## src/rtl/vtc_pkg.sv

```systemverilog
package vtc_pkg;
  typedef enum logic [1:0] {
    FLT_NONE    = 2'b00,
    FLT_ILLEGAL = 2'b01,
    FLT_VIRTUAL = 2'b10
  } fault_e;

  typedef enum logic [2:0] {
    SEL_NONE,
    SEL_CMP_LO,
    SEL_CMP_HI,
    SEL_OFF_LO,
    SEL_OFF_HI
  } sel_e;
endpackage

```

## src/rtl/vtc_csr_decode.sv

```systemverilog
module vtc_csr_decode
  import vtc_pkg::*;
#(
  parameter int unsigned XLEN        = 32,
  parameter logic [11:0] CMP_LO_ADDR = 12'h208,
  parameter logic [11:0] CMP_HI_ADDR = 12'h209,
  parameter logic [11:0] OFF_LO_ADDR = 12'h605,
  parameter logic [11:0] OFF_HI_ADDR = 12'h615
) (
  input  logic        req_i,
  input  logic        we_i,
  input  logic [11:0] addr_i,
  input  logic        guest_i,
  input  logic        m_tm_i,
  input  logic        h_tm_i,
  output sel_e        sel_o,
  output fault_e      fault_o,
  output logic        wr_en_o,
  output logic        rd_en_o
);
  localparam bit HAS_HI = (XLEN == 32);

  sel_e   sel;
  fault_e fault;
  logic   is_off;

  always_comb begin
    sel = SEL_NONE;
    if (addr_i == CMP_LO_ADDR)                sel = SEL_CMP_LO;
    else if (HAS_HI && addr_i == CMP_HI_ADDR) sel = SEL_CMP_HI;
    else if (addr_i == OFF_LO_ADDR)           sel = SEL_OFF_LO;
    else if (HAS_HI && addr_i == OFF_HI_ADDR) sel = SEL_OFF_HI;
  end

  assign is_off = (sel == SEL_OFF_LO) || (sel == SEL_OFF_HI);

  // two-level enable: machine bit first, then hypervisor bit
  always_comb begin
    fault = FLT_NONE;
    if (req_i) begin
      if (sel == SEL_NONE)  fault = FLT_ILLEGAL;
      else if (guest_i) begin
        if (is_off)         fault = FLT_VIRTUAL;
        else if (!m_tm_i)   fault = FLT_ILLEGAL;
        else if (!h_tm_i)   fault = FLT_VIRTUAL;
      end
    end
  end

  assign sel_o   = sel;
  assign fault_o = fault;
  assign rd_en_o = req_i && (fault == FLT_NONE);
  assign wr_en_o = rd_en_o && we_i;
endmodule

```

## src/rtl/vtc_regfile.sv

```systemverilog
module vtc_regfile
  import vtc_pkg::*;
#(
  parameter int unsigned XLEN = 32
) (
  input  logic            clk_i,
  input  logic            rst_ni,
  input  sel_e            sel_i,
  input  logic            wr_en_i,
  input  logic            rd_en_i,
  input  logic [XLEN-1:0] wdata_i,
  output logic [XLEN-1:0] rdata_o,
  output logic [63:0]     cmp_o,
  output logic [63:0]     off_o
);
  logic [63:0]     cmp_q, off_q;
  logic [XLEN-1:0] rmux;

  if (XLEN == 32) begin : g_split
    always_ff @(posedge clk_i or negedge rst_ni) begin
      if (!rst_ni) begin
        cmp_q <= '1;
        off_q <= '0;
      end else if (wr_en_i) begin
        case (sel_i)
          SEL_CMP_LO: cmp_q[31:0]  <= wdata_i;
          SEL_CMP_HI: cmp_q[63:32] <= wdata_i;
          SEL_OFF_LO: off_q[31:0]  <= wdata_i;
          SEL_OFF_HI: off_q[63:32] <= wdata_i;
          default: ;
        endcase
      end
    end
    always_comb begin
      case (sel_i)
        SEL_CMP_LO: rmux = cmp_q[31:0];
        SEL_CMP_HI: rmux = cmp_q[63:32];
        SEL_OFF_LO: rmux = off_q[31:0];
        SEL_OFF_HI: rmux = off_q[63:32];
        default:    rmux = '0;
      endcase
    end
  end else begin : g_full
    always_ff @(posedge clk_i or negedge rst_ni) begin
      if (!rst_ni) begin
        cmp_q <= '1;
        off_q <= '0;
      end else if (wr_en_i) begin
        case (sel_i)
          SEL_CMP_LO: cmp_q <= wdata_i;
          SEL_OFF_LO: off_q <= wdata_i;
          default: ;
        endcase
      end
    end
    always_comb begin
      case (sel_i)
        SEL_CMP_LO: rmux = cmp_q;
        SEL_OFF_LO: rmux = off_q;
        default:    rmux = '0;
      endcase
    end
  end

  assign rdata_o = rd_en_i ? rmux : '0;
  assign cmp_o   = cmp_q;
  assign off_o   = off_q;
endmodule

```

## src/rtl/vtc_compare.sv

```systemverilog
module vtc_compare (
  input  logic        clk_i,
  input  logic        rst_ni,
  input  logic [63:0] mtime_i,
  input  logic [63:0] cmp_i,
  input  logic [63:0] off_i,
  output logic        tick_o
);
  logic [63:0] guest_time;
  logic        tick_q;

  assign guest_time = mtime_i + off_i; // wraps mod 2^64

  always_ff @(posedge clk_i or negedge rst_ni) begin
    if (!rst_ni) tick_q <= 1'b0;
    else         tick_q <= (guest_time >= cmp_i);
  end

  assign tick_o = tick_q;


  zero_off_hit_chk: assert property (@(posedge clk_i) disable iff (!rst_ni)
    (off_i == 64'd0 && mtime_i >= cmp_i) |=> tick_o);


  zero_off_miss_chk: assert property (@(posedge clk_i) disable iff (!rst_ni)
    (off_i == 64'd0 && mtime_i < cmp_i) |=> !tick_o);
endmodule

```

## src/rtl/vtimer_cmp_unit.sv

```systemverilog
module vtimer_cmp_unit
  import vtc_pkg::*;
#(
  parameter int unsigned XLEN        = 32,
  parameter logic [11:0] CMP_LO_ADDR = 12'h208,
  parameter logic [11:0] CMP_HI_ADDR = 12'h209,
  parameter logic [11:0] OFF_LO_ADDR = 12'h605,
  parameter logic [11:0] OFF_HI_ADDR = 12'h615
) (
  input  logic            clk_i,
  input  logic            rst_ni,
  input  logic [63:0]     mtime_i,
  input  logic            csr_req_i,
  input  logic            csr_we_i,
  input  logic [11:0]     csr_addr_i,
  input  logic [XLEN-1:0] csr_wdata_i,
  input  logic            guest_mode_i,
  input  logic            m_tm_i,
  input  logic            h_tm_i,
  input  logic            inj_pend_i,
  output logic [XLEN-1:0] csr_rdata_o,
  output logic [1:0]      csr_fault_o,
  output logic            tick_o,
  output logic            pend_o
);
  sel_e        sel;
  fault_e      fault;
  logic        wr_en, rd_en;
  logic [63:0] cmp_w, off_w;

  vtc_csr_decode #(
    .XLEN(XLEN), .CMP_LO_ADDR(CMP_LO_ADDR), .CMP_HI_ADDR(CMP_HI_ADDR),
    .OFF_LO_ADDR(OFF_LO_ADDR), .OFF_HI_ADDR(OFF_HI_ADDR)
  ) u_dec (
    .req_i(csr_req_i), .we_i(csr_we_i), .addr_i(csr_addr_i),
    .guest_i(guest_mode_i), .m_tm_i(m_tm_i), .h_tm_i(h_tm_i),
    .sel_o(sel), .fault_o(fault), .wr_en_o(wr_en), .rd_en_o(rd_en)
  );

  vtc_regfile #(.XLEN(XLEN)) u_regs (
    .clk_i(clk_i), .rst_ni(rst_ni), .sel_i(sel), .wr_en_i(wr_en),
    .rd_en_i(rd_en), .wdata_i(csr_wdata_i), .rdata_o(csr_rdata_o),
    .cmp_o(cmp_w), .off_o(off_w)
  );

  vtc_compare u_cmp (
    .clk_i(clk_i), .rst_ni(rst_ni), .mtime_i(mtime_i),
    .cmp_i(cmp_w), .off_i(off_w), .tick_o(tick_o)
  );

  assign csr_fault_o = fault;
  assign pend_o      = tick_o | inj_pend_i;


  fault_no_write_chk: assert property (@(posedge clk_i) disable iff (!rst_ni)
    (csr_req_i && csr_we_i && csr_fault_o != FLT_NONE) |=> ($stable(cmp_w) && $stable(off_w)));


  inj_forces_pend_chk: assert property (@(posedge clk_i) disable iff (!rst_ni)
    inj_pend_i |-> pend_o);


  mtm_illegal_chk: assert property (@(posedge clk_i) disable iff (!rst_ni)
    (csr_req_i && guest_mode_i && !m_tm_i && csr_addr_i == CMP_LO_ADDR) |-> csr_fault_o == FLT_ILLEGAL);


  host_ok_chk: assert property (@(posedge clk_i) disable iff (!rst_ni)
    (csr_req_i && !guest_mode_i && (csr_addr_i == CMP_LO_ADDR || csr_addr_i == OFF_LO_ADDR))
      |-> csr_fault_o == FLT_NONE);
endmodule

```

## config.mk

```make
export PLATFORM = sky130hd
export DESIGN_NAME = vtimer_cmp_unit
export DESIGN_NICKNAME = d
export VERILOG_FILES = /design/src/rtl/vtc_pkg.sv /design/src/rtl/vtc_csr_decode.sv /design/src/rtl/vtc_regfile.sv /design/src/rtl/vtc_compare.sv /design/src/rtl/vtimer_cmp_unit.sv
export SDC_FILE = /design/constraint.sdc
export NUM_CORES = 1
export LEC_CHECK = 0
export BUFFER_PORTS_ARGS = -buffer_cell sky130_fd_sc_hd__clkbuf_2
export CORE_MARGIN = 2
export CORE_UTILIZATION = 45
export CTS_BUF_LIST = sky130_fd_sc_hd__clkbuf_4
export CTS_CLUSTER_DIAMETER = 30
export DETAILED_ROUTE_END_ITERATION = 12
export PLACE_DENSITY = 0.66
export SKIP_LAST_GASP = 1
export SYNTH_ARGS = -nofsm -noshare
export SYNTH_HDL_FRONTEND = slang
export SYNTH_SLANG_ARGS = --single-unit
```

## constraint.sdc

```tcl
create_clock -name clk_i -period 7.6 [get_ports clk_i]
set_input_delay 1.52 -clock clk_i [delete_from_list [all_inputs] [get_ports clk_i]]
set_output_delay 1.52 -clock clk_i [all_outputs]
set_load 0.02 [all_outputs]
```

-- Word-level counts from Yosys, hierarchy flattened
Cells that the tools add are included.
Widths: inputs -> output; s select.
- $add $sub $neg: 1
- order comparisons: 1
- equal/unequal tests: 8
- mux-type cells: 12
- bitwise logic cells: 1
- reductions and logical operators: 9
- operator list (cell ; number):
    $pmux 32 s4 ; 1
    $add 64x64->64 ; 1
    $ge 64x64->1 ; 1
    $mux 32 ; 1
    $eq 12x10->1 const B ; 2
    $eq 12x11->1 const B ; 2
    $mux 2 ; 6
    $mux 3 ; 4
    $reduce_and 2->1 ; 4
    $eq 3x2->1 const B ; 2
    $eq 3x1->1 const B ; 1
    $eq 3x3->1 const B ; 1
    $logic_not 3->1 ; 1
    $logic_and 1x1->1 ; 2
    $logic_not 2->1 ; 1
    $logic_or 1x1->1 ; 1
    $or 1x1->1 ; 1
- register bits after elaboration: 129
- bits of input ports: 116
- output and inout port bits: 36

-- Depth between registers and ports, before layout
- depth in word-level cells: 15
- gate-level depth with buffers: 22
- mapped depth without buffers: 22

-- Modules after synthesis
A second synthesis with hierarchy kept.
- cells, all modules: 1243
- area total of the unflattened synthesis: 11526.1 µm²
- modules (own cells, without submodules) (module ; times used ; cells an instance ; area each (µm²) ; seq. area each (µm²)):
    vtc_compare ; 1 ; 825 ; 5706.7 ; 25.0
    vtc_regfile ; 1 ; 395 ; 5626.6 ; 3283.1
    vtc_csr_decode ; 1 ; 22 ; 186.4 ; 0.0
    vtimer_cmp_unit ; 1 ; 1 ; 6.3 ; 0.0

-- Least setup slack after synthesis
No wires, ideal clock.
- path type: input-to-reg
- start point: in mtime_i[0]
- end point: reg u_cmp.tick_q, in the netlist u_cmp.tick_o
- data arrival time: 5260 ps
- path slack: 2198 ps
- stages: 21
- buffers on the path: 0
- cell sequence: ha_1 > inv_1 > fa_1 > nor2b_1 > o31a_1 > a31oi_1 > a211oi_1 > or2_2 > a311oi_2 > o21a_1 > a2111oi_0 > a311oi_1 > ha_1 > a21o_1 > a21o_1 > a21o_1 > a21o_1 > a21oi_1 > o21ai_0 > a2111oi_0 > o21ai_0
- longest elaborated chain between the ends: 2
- ends and longest elaborated chain (what ; line ; source):
    from (decl) ; vtimer_cmp_unit.sv:12 ; input logic [63:0] mtime_i,
    $add 64x64->64 ; vtc_compare.sv:12 ; assign guest_time = mtime_i + off_i;
    $ge 64x64->1 ; vtc_compare.sv:16 ; else tick_q <= (guest_time >= cmp_i);
    to (signal assigned) ; vtc_compare.sv:16 ;
    to (decl) ; vtc_compare.sv:10 ; logic tick_q;
No other way between the ends.
A chain may end at the register's enable or synchronous reset.

-- Worst setup path after layout
- start point: in mtime_i[2]
- end point: reg u_cmp.tick_q, in the netlist u_cmp.tick_o
Same word-level chain as after synthesis.

==> impl_metrics.csv <==
group,metric,value,unit
yosys,ys_seq_area_share,29.59,%
routing,drtIter0Drc,882,
floorplan,ioPinCount,152,
worst_setup_path,r2r_setup_slack,2.21,ns
grt,met2_usage,44.79,%
worst_setup_path,critPathLaunchType,"primary input",
routing,drc,0,
worst_setup_path,worstReg2RegStart,"u_regs.off_o[2]",
grt,use_met3,4.777,%
worst_setup_path,reg2reg_depth,20,
worst_setup_path,cp_cell_sequence,"clkbuf_2, ha_1, o21ai_0, o21ai_0, nand2_1, o211ai_1, a21boi_0, o41ai_1, a21boi_0, o21ai_0, xor2_1, ha_1, a21o_1, a21o_1, a21o_1, a21o_1, a21o_1, a21oi_1, o21ai_0, a2111oi_0, o21ai_0",
cells_and_area,nNetsFinal,1576,
hold_path,hold_depth,1,
grt,grt-ovfl-total,0,
yosys,synth.avg_cell_area,9.316,um^2
sta,worstMarginPinSlew,1.136,ns
hold_path,hp-class,"reg -> reg",
placement,gp_congestion,0.9292,
worst_setup_path,critPathRequiredTime,8.05,ns
yosys,yosysWarnings,0,
sta,drv_slew,0,
sta,hold_viol_final,0,
power_and_ir_drop,p_per_area,123.4,nW/um^2
cts,htreeDepth,4,
routing,ant_nets,0,
cts,cts.hold.buffers_added,0,
yosys,syn_inst,1200,
routing,vias,9891,
yosys,synth_edf_count,0,
job,maxCapViolations,0,
cts,cts_max_path_buffers,2,
floorplan,core_area,24320,um^2
placement,pre_cts_slack,1.120,ns
floorplan,die-width,161.6,um
yosys,ys_seq_elements,129,
yosys,synth_cell_types,80,
floorplan,initial_utilization,45.97,%
cts,post_cts_buffers,0,
yosys,ys.flop_type,"dfrtp_1",
sta,slew_headroom,24.09,%
grt,antenna_found_initial,1,
cts,cts.clk_slew.worst_paths,0.12,ns
cts,clk_latency,0.57,ns
grt,grt_max_degree,67,
cells_and_area,area_delta_synth_final,12.56,%
grt,top_usage_layer,"met2",
grt,first_global_vias,9884,
sta,finalCritPeriodShare,78.53,%
cts,numCtsBuffers,17,
run_status,status,"completed",
cells_and_area,final_cell_mix,"clkbuf_2 (150), ha_1 (127), a21oi_1 (116)",
sta,layout_setup_ws,1.632,ns
worst_setup_path,slowest_stage,"o41ai_1",
sta,setup_viol,0,
sta,period_minus_slack,5.968,ns
grt,grt_pass1_wl,54050,um
power_and_ir_drop,p_leak,5.858,nW
hold_path,hold_path_startpoint,"u_regs.off_o[41]",
sta,rsz0062_at_grt,"false",
grt,grt.total_usage,26.81,%
worst_setup_path,cp_max_fo,4,
cts,cts_resized,0,
yosys,synthesis.nets,1444,
cells_and_area,final_common_cell,"clkbuf_2",
power_and_ir_drop,peakVddDrop,0.08025,mV
worst_setup_path,cp.arrival,6.42,ns
routing,via_per_inst,5.923,
placement,port-buffer-count,151,
worst_setup_path,r2r-end,"u_cmp.tick_o",
floorplan,num_rows,57,
floorplan,die_area,26120,um^2
routing,wire_per_inst,20.73,um
cts,cts_root_buf,"clkbuf_4",
yosys,synth.cell_area,11180,um^2
worst_setup_path,critPathKind,"in -> reg",
cells_and_area,drive_above_1_share,28.70,%
worst_setup_path,end_kind,"flip-flop",
routing,wirelength,34610,um
worst_setup_path,cpPeakStageDelay,0.46,ns
cts,cts_tree,"built",
hold_path,hold_end,"u_regs.off_o[41]",
sta,max_freq,167.6,MHz
cts,cts.sinks,129,
sta,clock_skew,0.01356,ns
routing,drtPass1Iterations,9,
placement,hpwl,26950,um
sta,setup_tns,0,ns
yosys,synthArstFlopShare,100.0,%
floorplan,die_y,161.6,um
grt,grtUsageMet1,35.38,%
-- area by class of cell --
type	count	area, um^2
Fill cell	2332	11740
Multi-Input combinational cell	929	7288
Sequential cell	129	3308
Timing Repair Buffer	160	825.8
Tap cell	324	405.4
Inverter	95	356.6
Clock inverter	14	261.5
Clock buffer	18	135.1
Antenna cell	1	2.502
-- worst max path at each step --
stage                    start           end  slack [ns]  depth (start not counted)
floorplan           mtime_i[0]  u_cmp.tick_o        2.20                         21
global placement    mtime_i[2]  u_cmp.tick_o        1.23                         21
detailed placement  mtime_i[2]  u_cmp.tick_o        1.12                         21
CTS                 mtime_i[2]  u_cmp.tick_o        1.73                         21
global route        mtime_i[2]  u_cmp.tick_o        1.20                         21
finish              mtime_i[2]  u_cmp.tick_o        1.63                         21
-- logic make-up after synthesis --
group | Yosys count | share of synthesized area, %
xor gates and xnor gates | 50 | 3.917
adders and majority gates | 128 | 14.39
and+or+nand+nor | 269 | 12.05
AOI/OAI and AO/OA | 353 | 21.72
muxes | 129 | 12.99
DFF | 129 | 29.59
buffers and inverters | 142 | 5.327
-- metrics by stage --
stage	std cells	power [mW]	util (%)	hold WS, ns	instance area (um^2)
final	1670	1.552	51.74	0.5571	12580
after global routing	1670	1.612	51.74	0.5875	12580
after CTS	1669	1.559	51.73	0.5604	12580
after detailed placement	1637	0.9000	50.10	0.5313	12180
after global placement	1637	0.8988	50.10	0.5189	12180
after floorplan	1200	0.8092	-	0.5051	11180
-- layer usage --
layer	part of all wire, %	routed length, um
met2	47	16360
met1	44	15320
met3	6.3	2197
met4	2.1	731
met5	0	0
-- sequential cells by signal, indices dropped and copies added, names as in the netlist --
register	cells
u_cmp.tick_o	1
u_regs.cmp_o	64
u_regs.off_o	64
-- where the power goes --
part           switching [mW]  leakage, nW  internal (mW)
logic                   0.121         4.09         0.0802
registers            0.000857         1.56          0.689
clock network           0.297        0.204          0.364
total                   0.419         5.86           1.13
-- cells in the mapped netlist (10+ instances only) --
cell | number | share of area, %
ha_1 | 127 | 14
a21oi_1 | 116 | 5.2
mux2_2 | 99 | 10
nand2_1 | 98 | 3.3
inv_1 | 95 | 3.2
dfrtp_1 | 65 | 15
dfstp_2 | 64 | 15
a21o_1 | 52 | 3.5
nor2_1 | 51 | 1.7
o21ai_0 | 47 | 2.1
xnor2_1 | 33 | 2.6
a222oi_1 | 32 | 2.9
mux2_1 | 30 | 3.0
nand4_1 | 26 | 1.5
clkbuf_1 | 24 | 0.81
nand3_1 | 18 | 0.81
xor2_1 | 17 | 1.3
buf_2 | 14 | 0.63
o21bai_1 | 13 | 0.87
nor2b_1 | 11 | 0.62
nand2b_1 | 10 | 0.56
nor3_1 | 10 | 0.45
-- worst max-delay path, delay by kind of cell --
kind | cells | cell delay [ns]
buf+inv | 1 | 0.08
compound gates | 16 | 3.73
fa+ha+maj | 2 | 0.62
simple gates | 1 | 0.25
xor+xnor | 1 | 0.20
(Power assumes the default switching activity.)
